## src/rtl/nic_irq_pkg.sv

```systemverilog
package nic_irq_pkg;
  localparam int unsigned DW      = 32;
  localparam int unsigned NIS_BIT = 16;
  localparam int unsigned AIS_BIT = 15;

  // routine causes feeding the normal summary
  localparam logic [DW-1:0] NORM_GRP  = 32'h0000_4845;
  // error / link causes feeding the abnormal summary
  localparam logic [DW-1:0] ABN_GRP   = 32'h0C00_37BA;
  localparam logic [DW-1:0] SUMM_MASK = (32'h1 << NIS_BIT) | (32'h1 << AIS_BIT);
  localparam logic [DW-1:0] EVT_MASK  = NORM_GRP | ABN_GRP;
  localparam logic [DW-1:0] CLR_MASK  = EVT_MASK | SUMM_MASK;

  localparam logic [DW-1:0] STAT_RST  = 32'hF000_0000;
  localparam logic [DW-1:0] EN_RST    = 32'hF3FE_0000;

  typedef enum logic {
    SEL_STATUS = 1'b0,
    SEL_ENABLE = 1'b1
  } reg_sel_e;
endpackage

```

## src/rtl/nic_irq_rst_sync.sv

```systemverilog
module nic_irq_rst_sync #(
  parameter int unsigned STAGES = 2
) (
  input  logic clk,
  input  logic rst_n,
  output logic rst_ns
);
  logic [STAGES-1:0] sync_q;

  always_ff @(posedge clk or negedge rst_n) begin
    if (!rst_n) sync_q <= '0;
    else        sync_q <= {sync_q[STAGES-2:0], 1'b1};
  end

  assign rst_ns = sync_q[STAGES-1];
endmodule

```

## src/rtl/nic_irq_enable_reg.sv

```systemverilog
module nic_irq_enable_reg #(
  parameter int unsigned     DW      = 32,
  parameter logic [DW-1:0]   RST_VAL = '0
) (
  input  logic          clk,
  input  logic          rst_ns,
  input  logic          soft_rst,
  input  logic          wr,
  input  logic [DW-1:0] wr_data,
  output logic [DW-1:0] en_d,
  output logic [DW-1:0] en_q
);
  logic upd;

  always_comb begin
    upd  = soft_rst | wr;
    en_d = en_q;
    if (soft_rst)  en_d = RST_VAL;
    else if (wr)   en_d = wr_data;
  end

  always_ff @(posedge clk or negedge rst_ns) begin
    if (!rst_ns)  en_q <= RST_VAL;
    else if (upd) en_q <= en_d;
  end
endmodule

```

## src/rtl/nic_irq_summary.sv

```systemverilog
module nic_irq_summary #(
  parameter int unsigned   DW       = 32,
  parameter logic [DW-1:0] NORM_GRP = '0,
  parameter logic [DW-1:0] ABN_GRP  = '0
) (
  input  logic [DW-1:0] causes,
  input  logic [DW-1:0] enables,
  output logic          norm_sum,
  output logic          abn_sum
);
  logic [DW-1:0] live;

  always_comb begin
    live     = causes & enables;
    norm_sum = |(live & NORM_GRP);
    abn_sum  = |(live & ABN_GRP);
  end
endmodule

```

## src/rtl/nic_irq_status_reg.sv

```systemverilog
module nic_irq_status_reg #(
  parameter int unsigned   DW       = 32,
  parameter logic [DW-1:0] RST_VAL  = '0,
  parameter logic [DW-1:0] EVT_MASK = '0,
  parameter logic [DW-1:0] CLR_MASK = '0,
  parameter int unsigned   NIS_BIT  = 16,
  parameter int unsigned   AIS_BIT  = 15
) (
  input  logic          clk,
  input  logic          rst_ns,
  input  logic          soft_rst,
  input  logic [DW-1:0] evt,
  input  logic          clr_wr,
  input  logic [DW-1:0] clr_data,
  input  logic          en_wr,
  input  logic          norm_sum,
  input  logic          abn_sum,
  output logic [DW-1:0] causes_nxt,
  output logic [DW-1:0] status_q
);
  logic [DW-1:0] evt_m;
  logic [DW-1:0] clr_m;
  logic [DW-1:0] merged;
  logic [DW-1:0] status_d;
  logic          upd;

  // events are applied after the clear, so a same-cycle event wins
  always_comb begin
    evt_m      = evt & EVT_MASK;
    clr_m      = clr_wr ? (clr_data & CLR_MASK) : '0;
    causes_nxt = (status_q & ~clr_m) | evt_m;
    upd        = soft_rst | clr_wr | en_wr | (|evt_m);
  end

  for (genvar b = 0; b < DW; b++) begin : g_bit
    if (b == NIS_BIT) begin : g_nis
      assign merged[b] = norm_sum;
    end else if (b == AIS_BIT) begin : g_ais
      assign merged[b] = abn_sum;
    end else begin : g_cause
      assign merged[b] = causes_nxt[b];
    end
  end

  assign status_d = soft_rst ? RST_VAL : merged;

  always_ff @(posedge clk or negedge rst_ns) begin
    if (!rst_ns)  status_q <= RST_VAL;
    else if (upd) status_q <= status_d;
  end
endmodule

```

## src/rtl/nic_irq_ctrl.sv

```systemverilog
module nic_irq_ctrl
  import nic_irq_pkg::*;
(
  input  logic          clk,
  input  logic          rst_n,
  input  logic          soft_rst,
  input  logic [DW-1:0] evt_i,
  input  logic          wr_en,
  input  logic          wr_sel,
  input  logic [DW-1:0] wr_data,
  input  logic          rd_sel,
  output logic [DW-1:0] rd_data,
  output logic          irq_o
);
  logic          rst_ns;
  logic          clr_wr;
  logic          en_wr;
  logic [DW-1:0] en_d;
  logic [DW-1:0] en_q;
  logic [DW-1:0] causes_nxt;
  logic [DW-1:0] status_q;
  logic          norm_sum;
  logic          abn_sum;
  logic          irq_d;
  logic          irq_q;

  assign clr_wr = wr_en & (reg_sel_e'(wr_sel) == SEL_STATUS);
  assign en_wr  = wr_en & (reg_sel_e'(wr_sel) == SEL_ENABLE);

  nic_irq_rst_sync #(.STAGES(2)) u_rst (
    .clk    (clk),
    .rst_n  (rst_n),
    .rst_ns (rst_ns)
  );

  nic_irq_enable_reg #(.DW(DW), .RST_VAL(EN_RST)) u_en (
    .clk      (clk),
    .rst_ns   (rst_ns),
    .soft_rst (soft_rst),
    .wr       (en_wr),
    .wr_data  (wr_data),
    .en_d     (en_d),
    .en_q     (en_q)
  );

  nic_irq_summary #(.DW(DW), .NORM_GRP(NORM_GRP), .ABN_GRP(ABN_GRP)) u_sum (
    .causes   (causes_nxt),
    .enables  (en_d),
    .norm_sum (norm_sum),
    .abn_sum  (abn_sum)
  );

  nic_irq_status_reg #(
    .DW(DW), .RST_VAL(STAT_RST), .EVT_MASK(EVT_MASK), .CLR_MASK(CLR_MASK),
    .NIS_BIT(NIS_BIT), .AIS_BIT(AIS_BIT)
  ) u_stat (
    .clk        (clk),
    .rst_ns     (rst_ns),
    .soft_rst   (soft_rst),
    .evt        (evt_i),
    .clr_wr     (clr_wr),
    .clr_data   (wr_data),
    .en_wr      (en_wr),
    .norm_sum   (norm_sum),
    .abn_sum    (abn_sum),
    .causes_nxt (causes_nxt),
    .status_q   (status_q)
  );

  always_comb begin
    irq_d = soft_rst ? 1'b0 : |(status_q & en_q & SUMM_MASK);
  end

  always_ff @(posedge clk or negedge rst_ns) begin
    if (!rst_ns) irq_q <= 1'b0;
    else         irq_q <= irq_d;
  end

  assign irq_o   = irq_q;
  assign rd_data = (reg_sel_e'(rd_sel) == SEL_ENABLE) ? en_q : status_q;
endmodule

```

## config.mk

```make
export PLATFORM = sky130hd
export DESIGN_NAME = nic_irq_ctrl
export DESIGN_NICKNAME = d
export VERILOG_FILES = /design/src/rtl/nic_irq_pkg.sv /design/src/rtl/nic_irq_rst_sync.sv /design/src/rtl/nic_irq_enable_reg.sv /design/src/rtl/nic_irq_summary.sv /design/src/rtl/nic_irq_status_reg.sv /design/src/rtl/nic_irq_ctrl.sv
export SDC_FILE = /design/constraint.sdc
export NUM_CORES = 1
export LEC_CHECK = 0
export ABC_AREA = 1
export CORE_MARGIN = 2
export CORE_UTILIZATION = 39
export CTS_CLUSTER_DIAMETER = 100
export DETAILED_ROUTE_END_ITERATION = 6
export DONT_BUFFER_PORTS = 1
export HOLD_SLACK_MARGIN = 0.1
export PLACE_DENSITY_LB_ADDON = 0.05
export SLEW_MARGIN = 10
export SYNTH_ARGS = -nofsm -noshare
export SYNTH_HDL_FRONTEND = slang
export SYNTH_SLANG_ARGS = --single-unit
```

## constraint.sdc

```tcl
create_clock -name clk -period 4.2 [get_ports clk]
set_input_delay 0.21 -clock clk [delete_from_list [all_inputs] [get_ports clk]]
set_output_delay 0.21 -clock clk [all_outputs]
set_load 0.02 [all_outputs]
```

==> impl_metrics.ini <==
[placement]
io_buffers = 0
finalWeightedCongestion = 0.7412
place_ws_ns = 2.266
dp_hpwl_um = 5074

[worst_setup_path]
start_kind = input port
startpoint = soft_rst
path_class = in2reg
endpoint_kind = register
crit_fanout = 19
r2r-start = u_stat.status_q[6]
cp.arrival_ns = 2.03
required_ns = 4.40

[synthesis]
synthArstFlopShare = 1.000
ys_seq_area_frac = 0.5045
yosys-top-cells-area = dfrtp_1 37%, nand2_1 20%, dfstp_2 13%
synth-seq-cells = 55
synth_top_area_cell = dfrtp_1
synth_edf_count = 0
yosysUniqueCellTypes = 25
synth_area_sq_mm = 0.002763
syn_area_per_cell_sq_um = 7.611
synth_ff_type = dfrtp_1
syn-num-nets = 433
synth.top_cell.area_share = 0.3714
synth_warnings = 0
postSynthCellCount = 363

[cells_and_area]
fill_cells = 729
layout-drive-gt1-share = 0.07246
antenna_cells = 0
final_nets = 483
area_growth_syn_to_layout_pct = 25.50

[die]
row_count = 30
dieArea_sq_mm = 0.007773
die_h_um = 88.17
start_util = 0.4044
die-width_um = 88.17
coreArea_sq_mm = 0.006832
boundaryPins = 103

[route]
wire_per_inst_um = 15.61
drc = 0
dr.pass1.iters = 5
dr_total_vias = 2547
antenna_left = 0
drtIter0Drc = 120
routed_wl_um = 7963
viasPerCell = 4.994

[power]
switchingPower_mw = 0.3320
ir_worst_vdd_mv = 0.1235
cellPowerDensity_mw_per_mm2 = 313.6
power_frac_comb = 0.179
seqPwrFrac = 0.539
clockPowerShare = 0.282
switching_share = 0.3054
total_power_mw = 1.087
p_int_mw = 0.7551
leakagePower_nw = 1.755

[global_routing]
grt_max_degree = 30
grt_pass1_wl_um = 12500
grtUsageTotal = 0.2126
overflow = 0
grt_pass1_vias = 2479
antenna_found_initial = 0

[timing]
rsz0062_at_grt = false
finalWorstSetupSlack_ns = 2.364
setup_viol = 0
tns_ns = 0
fin_skew_ns = 0.005377
slew-limit-headroom = 0.3681
tightest_slew_ns = 0.9468
fmax_mhz = 544.6
hold_viol = 0
finalCriticalPeriod_ns = 1.836
drv_slew = 0
period_share = 0.4372

[clock_tree]
clk_pin_slew_ns = 0.11
cts_setup_buffers = 0
clk_path_buf_depth = 2
clk_latency_ns = 0.31
cts_made_buffers = 5
numClockSinks = 55
cts_resized = 0
cts_max_level = 2
cts_root_buf = clkbuf_8
cts_tree = yes

[hold_path]
hp-class = in2reg
min-delay-start = wr_data[4]

[flow_run]
cap_violations = 0

[outcome]
status = finished, final reports clean
## flip-flops by register name (all words and copies together) (netlist names)
signal and cells:
u_rst.sync_q 2, u_en.en_q 32, u_stat.status_q 20, irq_o 1
## worst max-delay path, cell delays in order
cell and delay [ns]:
dlygate4sd3_1 1.12, a21oi_1 0.09, dlygate4sd3_1 0.61
## metrics by stage
| step | util | cell area (sq um) | std cells | hold WS, ns |
|---|---|---|---|---|
| 2_1_floorplan | - | 2763 | 363 | -0.08559 |
| 3_3_place_gp | 0.4097 | 2799 | 444 | -0.08555 |
| 3_5_place_dp | 0.4097 | 2799 | 444 | -0.08555 |
| 4_1_cts | 0.5060 | 3457 | 509 | 0.1046 |
| 5_1_grt | 0.5075 | 3467 | 510 | 0.1080 |
| 6_report | 0.5075 | 3467 | 510 | 0.1139 |
## cell type report
cell class                      count  area [sq um]  share of cell area
Inverter                           44         165.2             0.04764
Clock buffer                        5         68.82             0.01985
Timing Repair Buffer               59         588.1              0.1696
Sequential cell                    55          1395              0.4024
Clock inverter                      3         18.77            0.005413
Tap cell                           96         120.1             0.03464
Multi-Input combinational cell    248          1111              0.3205
## cells in the final DEF (no fill, tap or decap), types with 3 or more instances in the layout
cell type      Yosys  routed
a21oi_1           22      22
clkbuf_8           0       5
dfrtp_1           41      40
dfstp_2           14      14
dlygate4sd3_1      0      58
inv_1             40      40
inv_2              3       3
nand2_1          148     148
nand3_1           27      27
nand4_1            8       8
nor2_1            10      10
o21ai_0            9       9
o21ai_1            6       6
o22a_1             9       9
## kinds of logic after synthesis
family | count (synthesis) | synth area share
flip-flops | 55 | 0.5045
AND/OR/NAND/NOR | 197 | 0.2944
AO/OA/AOI/OAI | 50 | 0.1064
buffers and inverters | 60 | 0.09329
other | 1 | 0.001357
## power groups by stage
stage	clock [mW]	sequential (mW)	combinational, mW
after global placement	0	0.595	0.147
after global routing	0.340	0.591	0.215
final	0.307	0.586	0.195
after detailed placement	0	0.596	0.148
after CTS	0.315	0.586	0.195
after floorplan	0	0.593	0.129
## synthesized netlist by cell type, types with 2 or more instances
library cell and n:
dfrtp_1 41, inv_2 3, nor2_1 10, o22ai_1 2
nand3_1 27, buf_4 6, nand4_1 8, clkbuf_1 6
o21ai_1 6, o22a_1 9, nand2_1 148, o21ai_0 9
buf_2 2, a21oi_1 22, dfstp_2 14, inv_1 40
a22o_1 2
## final timing paths
| check | end | cells past startpoint | slack (ns) |
|---|---|---|---|
| max in group asynchronous | u_en.en_q[30] | 1 | 3.04 |
| min | u_stat.status_q[4] | 3 | 0.11 |
| max reg2reg | u_stat.status_q[6] | 3 | 2.95 |
| min in group asynchronous | u_rst.sync_q[1] | 1 | 0.12 |
| min reg2reg | u_stat.status_q[2] | 0 | 0.31 |
| max | u_stat.status_q[6] | 3 | 2.36 |
## layer usage
| metal | global-route usage | vias up | part of all wire |
|---|---|---|---|
| met2 | 0.3226 | 90 | 0.45 |
| met3 | 0.04336 | 8 | 0.067 |
| met1 | 0.3178 | 1197 | 0.47 |
| met5 | 0 | - | 0 |
| li1 | - | 1252 | - |
| met4 | 0.03994 | 0 | 0.0074 |
## timing repair
action	4_1_cts	5_1_grt
hold endpoints to repair	53	1
endpoints found under the setup margin	0	0
hold buffers	57	1
Power figures use the tool's default switching activity.
